`src/rtl/dmaPkg.sv`:
```
package dmaPkg;
  typedef enum logic [1:0] {S_IDLE, S_READ, S_WRITE, S_SINGLE} stateT;

  typedef struct packed {
    logic load;     // take start address and count
    logic capture;  // latch read data
    logic step;     // one unit finished
    logic reload;   // restore from shadows
  } pathStrobeT;
endpackage

```
`src/rtl/dmaCtrl.sv`:
```
module dmaCtrl
  import dmaPkg::*;
(
  input  logic       clk,
  input  logic       rstN,
  input  logic [7:0] ctrl,
  input  logic       irqEn,
  input  logic       singleAddr,
  input  logic       chanEn,
  input  logic       loadCfg,
  input  logic       dreqN,
  input  logic [6:0] evt,
  input  logic       busAck,
  input  logic       countIsOne,
  output pathStrobeT strobe,
  output stateT      state,
  output logic       busReq,
  output logic       busWrite,
  output logic       dackN,
  output logic       endIrq
);
  logic [3:0] factor;
  logic isEdge, isLevel, evtHit, edgeHit;
  logic dreqPrev, firstArm, reqPend, stopped;
  logic startNow, unitDone, finalUnit, repeatMode;

  assign factor     = ctrl[3:0];
  assign isEdge     = (factor == 4'b0001);
  assign isLevel    = (factor == 4'b0010);
  assign repeatMode = ctrl[5] && !irqEn;

  always_comb begin
    evtHit = 1'b0;
    if (factor[3:2] == 2'b01)
      evtHit = evt[{1'b0, factor[1:0]}];
    else if (factor[3:2] == 2'b10 && factor[1:0] != 2'b11)
      evtHit = evt[3'd4 + {1'b0, factor[1:0]}];
  end

  assign edgeHit   = isEdge && !dreqN && (dreqPrev || firstArm);
  assign startNow  = (state == S_IDLE) && chanEn && !stopped &&
                     (reqPend || (isLevel && !dreqN));
  assign unitDone  = busAck && (state == S_WRITE || state == S_SINGLE);
  assign finalUnit = unitDone && countIsOne;

  always_comb begin
    strobe.load    = loadCfg;
    strobe.capture = busAck && (state == S_READ);
    strobe.step    = unitDone;
    strobe.reload  = finalUnit && repeatMode;
  end

  always_ff @(posedge clk or negedge rstN) begin
    if (!rstN) begin
      state    <= S_IDLE;
      dreqPrev <= 1'b1;
      firstArm <= 1'b1;
      reqPend  <= 1'b0;
      stopped  <= 1'b0;
      endIrq   <= 1'b0;
    end else begin
      dreqPrev <= dreqN;
      if (!chanEn) begin
        firstArm <= 1'b1;
        reqPend  <= 1'b0;
        stopped  <= 1'b0;
        endIrq   <= 1'b0;
      end else begin
        if (edgeHit) firstArm <= 1'b0;
        reqPend <= (reqPend && !startNow) || edgeHit || evtHit;
        if (loadCfg) stopped <= 1'b0;
        else if (finalUnit && !repeatMode) stopped <= 1'b1;
        if (finalUnit && irqEn) endIrq <= 1'b1;
      end
      case (state)
        S_IDLE:   if (startNow) state <= singleAddr ? S_SINGLE : S_READ;
        S_READ:   if (busAck) state <= S_WRITE;
        S_WRITE:  if (busAck) state <= S_IDLE;
        S_SINGLE: if (busAck) state <= S_IDLE;
        default:  state <= S_IDLE;
      endcase
    end
  end

  assign busReq   = (state != S_IDLE);
  assign busWrite = (state == S_WRITE) || (state == S_SINGLE && ctrl[4]);
  assign dackN    = (state != S_SINGLE);
endmodule

```
`src/rtl/dmaPath.sv`:
```
module dmaPath
  import dmaPkg::*;
#(
  parameter int AW = 16,
  parameter int CW = 16
) (
  input  logic          clk,
  input  logic          rstN,
  input  pathStrobeT    strobe,
  input  stateT         state,
  input  logic [7:0]    ctrl,
  input  logic          irqEn,
  input  logic [AW-1:0] memAddrIn,
  input  logic [CW-1:0] countIn,
  input  logic [AW-1:0] ioAddr,
  input  logic [15:0]   busRdata,
  input  logic [15:0]   devData,
  output logic [AW-1:0] busAddr,
  output logic [15:0]   busWdata,
  output logic [AW-1:0] memAddr,
  output logic [CW-1:0] xferCount,
  output logic          countIsOne
);
  localparam logic [CW-1:0] ONE = CW'(1);

  logic [AW-1:0] shadowAddr, stepAmt;
  logic [CW-1:0] shadowCount;
  logic [15:0]   dataReg;
  logic          fixedAddr;

  assign stepAmt    = ctrl[7] ? AW'(2) : AW'(1);
  assign fixedAddr  = ctrl[5] && irqEn;
  assign countIsOne = (xferCount == ONE);

  always_ff @(posedge clk or negedge rstN) begin
    if (!rstN) begin
      memAddr     <= '0;
      shadowAddr  <= '0;
      xferCount   <= '0;
      shadowCount <= '0;
      dataReg     <= '0;
    end else begin
      if (strobe.capture) dataReg <= busRdata;
      if (strobe.load) begin
        memAddr     <= memAddrIn;
        shadowAddr  <= memAddrIn;
        xferCount   <= countIn;
        shadowCount <= countIn;
      end else if (strobe.reload) begin
        memAddr   <= shadowAddr;
        xferCount <= shadowCount;
      end else if (strobe.step) begin
        xferCount <= xferCount - ONE;
        if (!fixedAddr)
          memAddr <= ctrl[6] ? memAddr - stepAmt : memAddr + stepAmt;
      end
    end
  end

  always_comb begin
    case (state)
      S_READ:  busAddr = ctrl[4] ? ioAddr : memAddr;
      S_WRITE: busAddr = ctrl[4] ? memAddr : ioAddr;
      default: busAddr = memAddr;
    endcase
    busWdata = (state == S_SINGLE) ? devData : dataReg;
  end
endmodule

```
`src/rtl/dmaChan.sv`:
```
module dmaChan
  import dmaPkg::*;
#(
  parameter int AW = 16,
  parameter int CW = 16
) (
  input  logic          clk,
  input  logic          rstN,
  input  logic [7:0]    ctrl,
  input  logic          irqEn,
  input  logic          singleAddr,
  input  logic          chanEn,
  input  logic          loadCfg,
  input  logic [AW-1:0] memAddrIn,
  input  logic [CW-1:0] countIn,
  input  logic [AW-1:0] ioAddr,
  input  logic          dreqN,
  input  logic [6:0]    evt,
  input  logic [15:0]   devData,
  output logic          busReq,
  output logic          busWrite,
  output logic          busWord,
  output logic [AW-1:0] busAddr,
  output logic [15:0]   busWdata,
  input  logic [15:0]   busRdata,
  input  logic          busAck,
  output logic          dackN,
  output logic [AW-1:0] memAddr,
  output logic [CW-1:0] xferCount,
  output logic          endIrq
);
  pathStrobeT strobe;
  stateT      state;
  logic       countIsOne;

  assign busWord = ctrl[7];

  dmaCtrl uCtrl (
    .clk(clk), .rstN(rstN), .ctrl(ctrl), .irqEn(irqEn), .singleAddr(singleAddr),
    .chanEn(chanEn), .loadCfg(loadCfg), .dreqN(dreqN), .evt(evt), .busAck(busAck),
    .countIsOne(countIsOne), .strobe(strobe), .state(state), .busReq(busReq),
    .busWrite(busWrite), .dackN(dackN), .endIrq(endIrq)
  );

  dmaPath #(.AW(AW), .CW(CW)) uPath (
    .clk(clk), .rstN(rstN), .strobe(strobe), .state(state), .ctrl(ctrl),
    .irqEn(irqEn), .memAddrIn(memAddrIn), .countIn(countIn), .ioAddr(ioAddr),
    .busRdata(busRdata), .devData(devData), .busAddr(busAddr), .busWdata(busWdata),
    .memAddr(memAddr), .xferCount(xferCount), .countIsOne(countIsOne)
  );
endmodule

```
`config.mk`:
```
export PLATFORM = sky130hd
export DESIGN_NAME = dmaChan
export DESIGN_NICKNAME = d
export VERILOG_FILES = /design/src/rtl/dmaPkg.sv /design/src/rtl/dmaCtrl.sv /design/src/rtl/dmaPath.sv /design/src/rtl/dmaChan.sv
export SDC_FILE = /design/constraint.sdc
export NUM_CORES = 1
export LEC_CHECK = 0
export BUFFER_PORTS_ARGS = -buffer_cell sky130_fd_sc_hd__buf_2
export CORE_ASPECT_RATIO = 1.25
export CORE_MARGIN = 4
export CORE_UTILIZATION = 40
export CTS_CLUSTER_DIAMETER = 200
export CTS_CLUSTER_SIZE = 12
export DETAILED_ROUTE_END_ITERATION = 10
export HOLD_SLACK_MARGIN = 0.02
export PLACE_DENSITY = 0.76
export RECOVER_POWER = 50
export SYNTH_ARGS = -nofsm -noshare
export SYNTH_HDL_FRONTEND = slang
export SYNTH_SLANG_ARGS = --single-unit
```
`constraint.sdc`:
```
create_clock -name clk -period 6.2 [get_ports clk]
set_input_delay 1.24 -clock clk [delete_from_list [all_inputs] [get_ports clk]]
set_output_delay 1.24 -clock clk [all_outputs]
set_load 0.01 [all_outputs]
```
==> impl_metrics.py <==
metrics = {
    "sta": {
        "max-slew-margin-rel": -0.502,
        "clock_skew_ns": 0.00909,
        "rsz0062_at_grt": "no",
        "finalHoldViolations": 0,
        "holdWs_ns": 0.465,
        "period_needed_ns": 3.74,
        "fmax_mhz": 267,
        "drv_slew": 88,
        "worstMarginPinSlew_ns": 2.25,
        "setup_violations": 0,
        "finalSetupTns_ns": 0,
        "finalCritPeriodShare": 0.604,
    },
    "clock_network": {
        "path_clk_slew_ns": 0.07,
        "clock_path_buffers": 2,
        "htree_levels": 3,
        "cts-root-buf": "clkbuf_16",
        "cts_setup_buffers": 0,
        "clkSinkCount": 87,
        "cts_buffers": 9,
        "cts_tree": "built",
        "clock_latency_ns": 0.34,
        "cts_resized": 0,
        "hold_buffers": 0,
    },
    "routing": {
        "post_drt_wl_per_cell_microns": 15.8,
        "drt_iter0_markers": 228,
        "viasPerCell": 5.28,
        "drc_errors": 0,
        "vias": 4915,
        "dr.pass1.iters": 4,
        "drt_wl_total_mm": 14.7,
        "final_antenna_net_count": 0,
    },
    "yosys": {
        "seq_area_frac_synth": 0.411,
        "yosysMostFrequentCell": "dfrtp_1",
        "ys_top_cells_by_area": "dfrtp_1 (40%), mux2_2 (7.4%), o21ai_0 (6.6%)",
        "synth-seq-cells": 87,
        "synth_area_sq_um": 5310,
        "async_reset_ff_frac": 1.00,
        "synth_edf_count": 0,
        "syn_avg_cell_area_sq_um": 8.88,
        "synth_flop_cell": "dfrtp_1",
        "ys_types": 57,
        "ys_warn_count": 0,
        "synth_top_cell_area_share": 0.401,
        "netlist_instances": 598,
        "synth_nets": 724,
        "synth_top_area_cell": "dfrtp_1",
        "synth_common_cells": "dfrtp_1 (85), o21ai_0 (70), nand2_1 (60)",
    },
    "final_layout": {
        "final_net_count": 883,
        "layout-drive-gt1-share": 0.311,
        "nFillCells": 1239,
        "multi_input_area_sq_um": 2820,
        "final_util": 0.512,
        "diodes": 0,
        "regArea_sq_um": 2180,
        "fin_cells": 930,
        "syn_to_final_growth_pct": 23.8,
    },
    "critical_path": {
        "cp-start-kind": "input pin",
        "cp.required_ns": 4.96,
        "cp_max_fo": 16,
        "worst-setup-path-type": "in -> out",
        "timing.critical_path.arrival_ns": 2.50,
        "path_cells": "buf_2, mux2i_1, nand2_1, a22o_1, buf_2",
        "max_stage_delay_ns": 0.41,
        "path_common_cell": "buf_2",
        "cp-end-kind": "output pin",
        "cp_slowest_cell": "nand2_1",
    },
    "placed_design": {
        "dp.cells": 914,
        "place_congestion": 0.905,
        "port_buffers": 171,
        "dp_hpwl_mm": 11.0,
    },
    "pwr": {
        "p_per_area_nw_per_um2": 358,
        "switching_share": 0.381,
        "internal-power_mw": 1.45,
        "power_frac_clock": 0.220,
        "leakage_nw": 3.11,
        "p_sw_uw": 896,
        "p_comb_frac": 0.450,
        "power_frac_seq": 0.330,
        "ir_worst_vdd_v": 0.000155,
    },
    "floorplan": {
        "io_pins": 172,
        "die_w_microns": 111,
        "fp-row-count": 46,
        "die_y_microns": 137,
        "start_util": 0.414,
        "die-area_sq_um": 15200,
        "core_area_sq_um": 12800,
    },
    "global_routing": {
        "grt_use_total": 0.191,
        "grt_pass1_vias": 4895,
        "grt_pass1_wl_mm": 23.8,
        "antenna_found_initial": 1,
        "grt_max_degree": 58,
        "overflow": 0,
    },
    "status": {
        "failed_checks": "max-capacitance violations, max-slew violations",
        "status": "complete, but fails checks",
    },
    "run": {
        "max-cap-violations": 2,
    },
    "min_path": {
        "hold_class": "reg -> reg",
    },
}
-- metal layers --
layer  global-route usage  share of wire
met4               0.0757          0.021
met1                0.233           0.42
met5                    0        0.00082
met2                0.346           0.51
met3               0.0243          0.049
-- state kept, by name, indices dropped and copies added (netlist names) --
register,cells
uPath.xferCount,16
uCtrl.stopped,1
uCtrl.firstArm,1
uPath.shadowCount,16
uCtrl.dreqPrev,1
uCtrl.endIrq,1
uCtrl.state,2
uPath.shadowAddr,16
uCtrl.reqPend,1
uPath.memAddr,16
uPath.dataReg,16
-- final timing paths --
kind | startpoint | end | slack [ns] | cells past startpoint
max | ctrl[4] | busAddr[10] | 2.46 | 5
min | uCtrl.firstArm | uCtrl.firstArm | 0.46 | 2
max reg2reg | uCtrl.state[0] | uPath.memAddr[14] | 2.95 | 8
min reg2reg | uCtrl.firstArm | uCtrl.firstArm | 0.46 | 2
max in group asynchronous | rstN | uPath.shadowAddr[13] | 3.05 | 2
min in group asynchronous | rstN | uPath.shadowCount[14] | 1.57 | 1
-- metrics by stage --
step / worst slack (ns) / cell area (sq um) / power, mW
after detailed placement: 2.38 / 6300 / 1.85
after CTS: 2.50 / 6580 / 2.37
final: 2.46 / 6570 / 2.35
after global placement: 2.48 / 6300 / 1.82
after global routing: 2.34 / 6570 / 2.51
after floorplan: 2.81 / 5310 / 1.48
-- worst max-delay path, delay by kind of cell --
family	cells	cell delay (ns)
compound gates	1	0.39
buf+inv	2	0.27
mux	1	0.18
simple gates	1	0.41
-- power groups by stage --
stage	registers [mW]	clock network (mW)	logic, mW
5_1_grt	0.790	0.553	1.17
2_1_floorplan	0.773	0	0.707
3_5_place_dp	0.786	0	1.06
6_report	0.776	0.518	1.06
3_3_place_gp	0.781	0	1.04
4_1_cts	0.775	0.532	1.06
-- final cells by class --
cell class / count / share of cell area
multi-input combinational: 433 / 0.430
tap: 168 / 0.0320
sequential: 87 / 0.332
inverter: 49 / 0.0280
clock inverter: 7 / 0.00856
clock buffer: 9 / 0.0343
timing repair buffer: 177 / 0.136
-- cell usage in the layout, fill, tap and decap left out, types with 3 or more instances in the layout --
master and instances:
o31ai_1 6, nand2b_1 4, nor2b_1 5, o21ai_0 70, or3_1 5, ha_1 22, buf_4 6, o211ai_1 6
a22oi_1 3, clkbuf_1 5, a211oi_1 3, o21a_1 4, o21ai_1 6, mux2i_1 6, nand4_1 3, nor2_1 49
clkinv_4 3, a22o_1 16, nand3_1 12, dfrtp_1 85, o22ai_1 15, nand2_1 60, a31oi_1 7, buf_2 166
xnor2_1 9, clkbuf_16 9, nor3b_1 3, inv_1 49, nor3_1 12, a21oi_1 37, mux2_2 35
-- kinds of logic after synthesis --
family | synth area share
compound gates | 0.220
simple gates | 0.148
flops | 0.411
buf+inv | 0.0599
mux | 0.0898
fa+ha+maj | 0.0556
xor+xnor | 0.0165
Note: power is estimated with default switching activity, not from simulation.
